--- config.mk ---
export PLATFORM = sky130hd
export DESIGN_NAME = stop_dispatch_ctrl
export DESIGN_NICKNAME = d
export VERILOG_FILES = /design/src/rtl/dsp_pkg.sv /design/src/rtl/dsp_ingress.sv /design/src/rtl/dsp_arrival.sv /design/src/rtl/dsp_order_mem.sv /design/src/rtl/stop_dispatch_ctrl.sv
export SDC_FILE = /design/constraint.sdc
export NUM_CORES = 1
export LEC_CHECK = 0
export CAP_MARGIN = 20
export CORE_MARGIN = 4
export CORE_UTILIZATION = 40
export DETAILED_ROUTE_END_ITERATION = 8
export DONT_BUFFER_PORTS = 1
export RECOVER_POWER = 50
export SYNTH_ARGS = -nofsm -noshare
export SYNTH_HDL_FRONTEND = slang
export SYNTH_SLANG_ARGS = --single-unit
--- constraint.sdc ---
create_clock -name clk -period 1.75 [get_ports clk]
set_clock_uncertainty 0.1 [all_clocks]
set_input_delay 0 -clock clk [delete_from_list [all_inputs] [get_ports clk]]
set_output_delay 0 -clock clk [all_outputs]
set_load 0.005 [all_outputs]
--- src/rtl/dsp_pkg.sv ---
package dsp_pkg;

   // smallest ID width that leaves room for a nonzero stop and a foreign one
   localparam int MIN_ID_W = 2;

   // arrival edge: previous sample empty, current sample occupied
   function automatic logic rise_of(input logic prev_nz, input logic cur_nz);
      return cur_nz && !prev_nz;
   endfunction

endpackage

--- src/rtl/dsp_ingress.sv ---
module dsp_ingress #(
   parameter int ID_W            = 8,
   parameter int STOP_ID         = 1,
   parameter int ZERO_DEST_LOCAL = 1
) (
   input  logic            clk,
   input  logic            rst,
   input  logic            bus_valid,
   input  logic [ID_W-1:0] bus_vid,
   input  logic [ID_W-1:0] bus_dest,
   input  logic [ID_W-1:0] bus_hop,
   output logic            acc_q,
   output logic [ID_W-1:0] acc_vid_q,
   output logic [ID_W-1:0] acc_hop_q
);

   localparam logic [ID_W-1:0] OWN_ID = ID_W'(STOP_ID);

   logic dest_hit;

   generate
      if (ZERO_DEST_LOCAL != 0) begin : g_zero_local
         assign dest_hit = (bus_dest == OWN_ID) || (bus_dest == '0);
      end else begin : g_strict
         assign dest_hit = (bus_dest == OWN_ID);
      end
   endgenerate

   // one register stage aligns the bus path with the arrival path
   always_ff @(posedge clk) begin
      if (rst) begin
         acc_q     <= 1'b0;
         acc_vid_q <= '0;
         acc_hop_q <= '0;
      end else begin
         acc_q     <= bus_valid && (bus_vid != '0) && dest_hit;
         acc_vid_q <= bus_vid;
         acc_hop_q <= bus_hop;
      end
   end

endmodule

--- src/rtl/dsp_arrival.sv ---
module dsp_arrival #(
   parameter int ID_W = 8
) (
   input  logic            clk,
   input  logic            rst,
   input  logic [ID_W-1:0] stop_vid,
   output logic            arr_q,
   output logic [ID_W-1:0] arr_id_q
);

   logic [ID_W-1:0] prev_q;

   always_ff @(posedge clk) begin
      if (rst) begin
         prev_q   <= '0;
         arr_q    <= 1'b0;
         arr_id_q <= '0;
      end else begin
         prev_q   <= stop_vid;
         arr_q    <= dsp_pkg::rise_of(prev_q != '0, stop_vid != '0);
         arr_id_q <= stop_vid;
      end
   end

endmodule

--- src/rtl/dsp_order_mem.sv ---
module dsp_order_mem #(
   parameter int ID_W = 8
) (
   input  logic            clk,
   input  logic            rst,
   input  logic            wr_en,
   input  logic [ID_W-1:0] wr_vid,
   input  logic [ID_W-1:0] wr_hop,
   input  logic            clr,
   output logic [ID_W-1:0] mem_vid,
   output logic [ID_W-1:0] mem_hop
);

   // a stored vehicle ID of zero means no order is held
   always_ff @(posedge clk) begin
      if (rst) begin
         mem_vid <= '0;
         mem_hop <= '0;
      end else if (wr_en) begin
         mem_vid <= wr_vid;
         mem_hop <= wr_hop;
      end else if (clr) begin
         mem_vid <= '0;
         mem_hop <= '0;
      end
   end

endmodule

--- src/rtl/stop_dispatch_ctrl.sv ---
module stop_dispatch_ctrl #(
   parameter int ID_W            = 8,
   parameter int STOP_ID         = 1,
   parameter int ZERO_DEST_LOCAL = 1
) (
   input  logic            clk,
   input  logic            rst,
   input  logic            bus_valid,
   input  logic [ID_W-1:0] bus_vid,
   input  logic [ID_W-1:0] bus_dest,
   input  logic [ID_W-1:0] bus_hop,
   input  logic [ID_W-1:0] stop_vid,
   output logic            out_valid,
   output logic [ID_W-1:0] out_vid,
   output logic [ID_W-1:0] out_dest
);

   generate
      if (ID_W < dsp_pkg::MIN_ID_W) begin : g_bad_width
         $error("stop_dispatch_ctrl: ID_W below minimum");
      end
      if (STOP_ID < 1 || STOP_ID >= (1 << ID_W)) begin : g_bad_stop
         $error("stop_dispatch_ctrl: STOP_ID must be nonzero and fit in ID_W");
      end
   endgenerate

   logic            acc_q;
   logic [ID_W-1:0] acc_vid_q;
   logic [ID_W-1:0] acc_hop_q;
   logic            arr_q;
   logic [ID_W-1:0] arr_id_q;
   logic [ID_W-1:0] mem_vid;
   logic [ID_W-1:0] mem_hop;
   logic            match;

   dsp_ingress #(
      .ID_W(ID_W), .STOP_ID(STOP_ID), .ZERO_DEST_LOCAL(ZERO_DEST_LOCAL)
   ) u_ingress (
      .clk(clk), .rst(rst),
      .bus_valid(bus_valid), .bus_vid(bus_vid), .bus_dest(bus_dest), .bus_hop(bus_hop),
      .acc_q(acc_q), .acc_vid_q(acc_vid_q), .acc_hop_q(acc_hop_q)
   );

   dsp_arrival #(.ID_W(ID_W)) u_arrival (
      .clk(clk), .rst(rst), .stop_vid(stop_vid),
      .arr_q(arr_q), .arr_id_q(arr_id_q)
   );

   dsp_order_mem #(.ID_W(ID_W)) u_mem (
      .clk(clk), .rst(rst),
      .wr_en(acc_q), .wr_vid(acc_vid_q), .wr_hop(acc_hop_q),
      .clr(match),
      .mem_vid(mem_vid), .mem_hop(mem_hop)
   );

   // a foreign arrival fails the compare and is filtered out entirely
   assign match = arr_q && (mem_vid != '0) && (arr_id_q == mem_vid);

   always_ff @(posedge clk) begin
      if (rst) begin
         out_valid <= 1'b0;
         out_vid   <= '0;
         out_dest  <= '0;
      end else begin
         out_valid <= match;
         out_vid   <= match ? arr_id_q : '0;
         out_dest  <= match ? mem_hop  : '0;
      end
   end

endmodule

==> results of run 1 <==
[worst max-delay path, cell delays in order (launching register included)]
cell and delay (ns):
dfxtp_1 0.31, or4_4 0.54, o211ai_4 0.29, nor4_4 0.09, buf_4 0.16, and2_1 0.15
[flip-flops by register name (all words and copies together), names as in the netlist]
signal,count
u_mem.mem_hop,8
u_ingress.acc_hop_q,8
u_arrival.arr_q,1
u_ingress.acc_q,1
out_dest,8
out_vid,8
u_arrival.arr_id_q,8
u_ingress.acc_vid_q,8
out_valid,1
u_mem.mem_vid,8
[Yosys cell counts, drive strengths merged]
library cell and number:
o31ai 16, nor2 3, nand3 2, nand4 2
nor4 8, o211ai 1, and2 16, clkbuf 6
nand2 17, buf 6, dfxtp 59, xnor2 8
a21oi 17, nor2b 36, or4 2, and2b 4
[per-stage QoR]
step / util / total power, mW / hold WS (ns) / setup TNS (ns)
2_1_floorplan: - / 1.487 / 0.02818 / 0
3_3_place_gp: 0.4292 / 1.490 / -0.02458 / 0
3_5_place_dp: 0.4292 / 1.491 / -0.02161 / -0.007259
4_1_cts: 0.5296 / 2.663 / 0.2053 / 0
5_1_grt: 0.5363 / 2.736 / 0.1529 / -1.106
6_report: 0.5363 / 2.630 / 0.1367 / -0.007258
[kinds of logic after synthesis]
group / synth area share
AND/OR/NAND/NOR: 0.2650
flip-flops: 0.5596
AO/OA/AOI/OAI: 0.1073
buffers and inverters: 0.03497
XOR/XNOR: 0.03320
[what timing repair did]
item | 4_1_cts | 5_1_grt
hold buffers | 30 | 0
pin swaps | 1 | 3
buffers inserted | 1 | 4
gates resized for setup | 1 | 8
endpoints found under the hold margin | 59 | 0
endpoints found under the setup margin | 9 | 32
[power breakdown]
group	internal (mW)	switching (mW)	leakage, nW
Sequential	1.37	0.0161	0.483
Combinational	0.0794	0.0665	0.465
Clock	0.617	0.477	0.0953
Total	2.07	0.560	1.04
[final timing paths]
| path | end | depth (start not counted) | slack [ns] | from |
|---|---|---|---|---|
| worst max-delay path | out_vid[4] | 5 | -0.007 | u_mem.mem_vid[7] |
| worst min-delay path | u_mem.mem_vid[0] | 3 | 0.14 | rst |
| worst max register to register | out_vid[4] | 5 | -0.007 | u_mem.mem_vid[7] |
| worst min register to register | out_dest[6] | 1 | 0.34 | u_mem.mem_hop[6] |
[layer usage]
| metal | GRT usage | routed length, µm | part of all wire |
|---|---|---|---|
| met2 | 0.2202 | 1908 | 0.46 |
| met1 | 0.1785 | 1890 | 0.45 |
| met4 | 0.07095 | 82 | 0.020 |
| met5 | 0 | 0 | 0 |
| met3 | 0.06278 | 274 | 0.066 |
[final cells by class]
| cell class | count | area share |
|---|---|---|
| clock inverter | 2 | 0.003655 |
| tap | 70 | 0.03198 |
| multi-input combinational | 132 | 0.3180 |
| sequential | 59 | 0.4322 |
| clock buffer | 13 | 0.06167 |
| timing repair buffer | 42 | 0.1526 |
[layout by cell type (no fill, tap or decap), types with 2 or more instances in the layout]
cell type / Yosys / final
a21oi_1: 17 / 17
and2_1: 11 / 11
and2_4: 5 / 5
and2b_1: 4 / 4
buf_4: 0 / 9
buf_6: 2 / 2
clkbuf_8: 0 / 12
clkinv_2: 0 / 2
dfxtp_1: 59 / 57
dfxtp_2: 0 / 2
dlygate4sd3_1: 0 / 28
nand2_1: 17 / 17
nand3_1: 2 / 2
nor2_1: 3 / 3
nor2b_1: 36 / 36
nor4_1: 7 / 6
nor4_4: 1 / 2
o31ai_1: 16 / 16
or4_4: 2 / 2
xnor2_1: 8 / 8
==> metrics, run 1 <==
outcome=finished, violations left; failing checks=setup timing; Multi-input gate area=870.8 µm²; RSZ-0062 raised after global routing=yes; Required @ worst endpoint=1.87 ns; ANT nets after route=0; drt wl/cell=13.07 µm; H-tree depth=3; YS warnings=0; final hold violations=0; Die Span Y=80.64 µm; Setup Crit Path Kind=flip-flop to flip-flop; setup slack after layout=-0.007258 ns; total CTS buffers=9; fin nets=279; CTS tree=built; Synth area leader=dfxtp_1; ANT cells=0; Crit path arrival time=1.87 ns; GP Congestion=0.7767; Final Max Tran Viols=0; Area Growth Syn to Fin=29.76%; min Tclk post-route=1.757 ns; Skew-Pair Late Insertion Delay=0.33 ns; Overflow after GRT=0; Starting Density=0.4133; FF/Latch Area=approximately 1200 µm²; vias in the first global route=1,497; buffers added on ports=0; GRT Util Overall=0.1465; DR pass1 iterations=4; Syn Nets=238; pwr dens=960.4 nW/µm²; worst min-delay path category=input pin to flip-flop; Netlist Area Pre-Place=2111 µm²; initial antenna violation count=0; max-cap violations=0; Clock Path Buffers=2; chip width=between 80 and 90 µm; Core Rows=26; Yosys reg bits=59; DRC Markers=0; Worst setup SP type=flip-flop; final setup vio count=1; maximum VDD drop=between 0.0004 and 0.0005 V; Vias=1,468; placed cells=270; Die ar.=6503 µm²; Worst setup EP type=flip-flop; Sink Count=59; CTS Root Cell=clkbuf_8; critical path fanouts, max=6; leakage power=1.043 nW; Core Box Area=5107 µm²; I/O Pins=52; sequential area share after synthesis=0.5596; synth top area cells=dfxtp_1 (56%), nor2b_1 (11%), o31ai_1 (5.7%), a21oi_1 (4.0%), xnor2_1 (3.3%); Syn Inst Count=203; first-pass GRT wire length=roughly 7.1 mm; Avg Cell Area, Syn=10.40 µm²; Final period util=1.004; DP Area=2192 µm²; Iter 0 DRT Violations=64; synth unique cells=22; CTS clk-pin slew, worst paths=0.06 ns; Rel. slew slack=0.6743; FMAX=569.1 MHz; layout cell share with drive strength beyond 1=0.1613; Non-Filler Instances=318; Fill cells=slightly below 500; worst slew pin tran=0.4878 ns; detailed placer's ending HPWL=2.590 mm; largest net degree at the start of global routing=between 40 and 50; DR vias/cell=4.616; top cell type's share of synthesized area=0.5596; post-place setup slack=-0.004493 ns; final instance area=~2700 µm²; final WL=a little over 4 mm
No activity file was read; power rests on OpenSTA's default activity.
==> run 2, diff against run 1 <==
--- a/config.mk
+++ b/config.mk
@@ -10,6 +10,7 @@
 export CORE_UTILIZATION = 40
 export DETAILED_ROUTE_END_ITERATION = 8
 export DONT_BUFFER_PORTS = 1
+export PLACE_DENSITY_LB_ADDON = 0.1
 export RECOVER_POWER = 50
 export SYNTH_ARGS = -nofsm -noshare
 export SYNTH_HDL_FRONTEND = slang
==> run 2 against run 1 <==
  * The run now ends clean
  * Sequential power hardly changed
  * Register-to-register slack is essentially flat
  * Wire length shrank 2.8%
  * Global-route usage shrank 0.94 points
  * Highest routed layer unchanged
  * Combinational power about the same
  * Via count down 1.2%
  * Sequential cell count is the same
  * Non-clock buffer count shrank 5
==> metrics, run 2 (synthesis results as in run 1) <==
Core Box Area=5107 µm² (unchanged); Vias=1,451 (-1.2%); H-tree depth=3 (unchanged); CTS Root Cell=clkbuf_8; final WL=4.039 mm (-2.8%); Die Span Y=80.64 µm (unchanged); final instance area=2720 µm² (-0.69%); Required @ worst endpoint=1.87 ns (about the same); ANT nets after route=0 (unchanged); final hold violations=0 (unchanged); RSZ-0062 raised after global routing=yes; maximum VDD drop=0.0004123 V (-8.9%); Fill cells=469 (-2.9%); drt wl/cell=12.90 µm (-1.2%); Setup Crit Path Kind=flip-flop to flip-flop; worst min-delay path category=input pin to flip-flop; Overall Power=2.723 mW (+3.5%); Crit path arrival time=1.86 ns (about the same); Final period util=0.9987 (-0.005431); buffers added on ports=0 (unchanged); Skew-Pair Late Insertion Delay=0.32 ns (about the same); detailed placer's ending HPWL=2.692 mm (+3.9%); r2r startpoint=u_mem.mem_vid[3]; DRC Markers=0 (unchanged); total CTS buffers=9 (unchanged); ANT cells=0 (unchanged); Setup crit end=out_dest[5]; Die ar.=6503 µm² (unchanged); Clock Path Buffers=2 (unchanged); GP Congestion=0.6856 (-12%); FF/Latch Area=1185 µm² (+0.11%); commonest cells after routing, fill and taps aside=dfxtp_1 (56), nor2b_1 (36), dlygate4sd3_1 (27), nand2_1 (17), a21oi_1 (17); Sink Count=59 (unchanged); pwr dens=1001 nW/µm² (+4.3%); Iter 0 DRT Violations=48 (-25%); setup TNS=0 ns (+0.007258 ns); R2R cell count=5 (unchanged); Worst setup SP type=flip-flop; Overflow after GRT=0 (unchanged); layout cell share with drive strength beyond 1=0.1646 (+0.003319); worst slew pin tran=0.3014 ns (-0.1864 ns); final setup vio count=0 (-1); min Tclk post-route=1.748 ns (-0.009504 ns); chip width=80.64 µm (unchanged); fin nets=274 (-1.8%); I/O Pins=52 (unchanged); CTS tree=built; initial antenna violation count=0 (unchanged); critical path fanouts, max=17 (+11); first-pass GRT wire length=6.637 mm (-6.2%); GRT Util Overall=0.1371 (-0.009386); leakage power=1.012 nW (-3.0%); DP Area=2170 µm² (-1.0%); reg2reg end=out_dest[5]; FMAX=572.2 MHz (+0.54%); Final Max Tran Viols=0 (unchanged); Worst Setup SP=u_mem.mem_vid[3]; largest net degree at the start of global routing=44 (unchanged); Core Rows=26 (unchanged); commonest non-fill, non-tap cell in the layout=dfxtp_1; Area Growth Syn to Fin=28.87%; Worst setup EP type=flip-flop; vias in the first global route=1,423 (-4.9%); DR pass1 iterations=4 (unchanged); Worst Hold Depth=2 (-1); CTS clk-pin slew, worst paths=0.06 ns (about the same); Reg2Reg Setup Slack=0.002 ns (about the same); Rel. slew slack=0.7972 (+0.1229); max-cap violations=0 (unchanged); Starting Density=0.4133 (unchanged); Multi-input gate area=875.8 µm² (+0.57%); outcome=completed; DR vias/cell=4.636 (+0.42%)
## run 2: final cells by class
type                    instances  share of cell area
clock buffers                  13             0.05842
multi-input cells             132              0.3220
repair buffers                 37              0.1389
clock inverters                 2             0.01288
flip-flops and latches         59              0.4356
well taps                      70             0.03220
## run 2: how the worst min path moves through the flow
stage / slack, ns / to / from
2_1_floorplan: 0.03 / u_arrival.arr_id_q[0] / stop_vid[0]
3_3_place_gp: -0.03 / u_mem.mem_vid[3] / rst
3_5_place_dp: -0.02 / u_ingress.acc_hop_q[5] / rst
4_1_cts: 0.22 / u_ingress.acc_hop_q[5] / bus_hop[5]
5_1_grt: 0.25 / u_ingress.acc_hop_q[6] / bus_hop[6]
6_report: 0.24 / u_ingress.acc_hop_q[5] / bus_hop[5]
## run 2: metal layers
metal  share of wire  vias up  track usage
met5               0        -            0
met1            0.47      637       0.1731
met4           0.022        0      0.07601
li1                -      757            -
met3           0.077        8      0.04821
met2            0.43       49       0.2020
## run 2: what timing repair did
action / in CTS / in global routing
gates resized for setup: 1 / 9
buffers inserted: 1 / 2
hold endpoints to repair: 59 / 0
cloned: 0 / 1
hold buffers: 28 / 0
pin swaps: 1 / 11
setup endpoints to repair: 19 / 32
## run 2: where the power goes
part           total [mW]  internal (mW)  switching [mW]
registers            1.39           1.37          0.0160
logic               0.143         0.0752          0.0675
clock network        1.19          0.726           0.465
## run 2: worst max-delay path, stage by stage (launching register included)
cell and delay [ns]:
dfxtp_2 0.33, or4_4 0.54, o211ai_4 0.30, nor4_4 0.07, buf_12 0.15, and2_1 0.15
## run 2: metrics by stage
stage | util | hold WS [ns] | std cells | setup WS [ns]
final | 0.5326 | 0.2373 | 313 | 0.002246
after global routing | 0.5326 | 0.2469 | 313 | -0.05035
after CTS | 0.5243 | 0.2216 | 311 | 0.007943
after global placement | 0.4248 | -0.02525 | 267 | 0.01683
after floorplan | - | 0.02818 | 203 | 0.0008520
after detailed placement | 0.4248 | -0.02328 | 267 | -0.01833
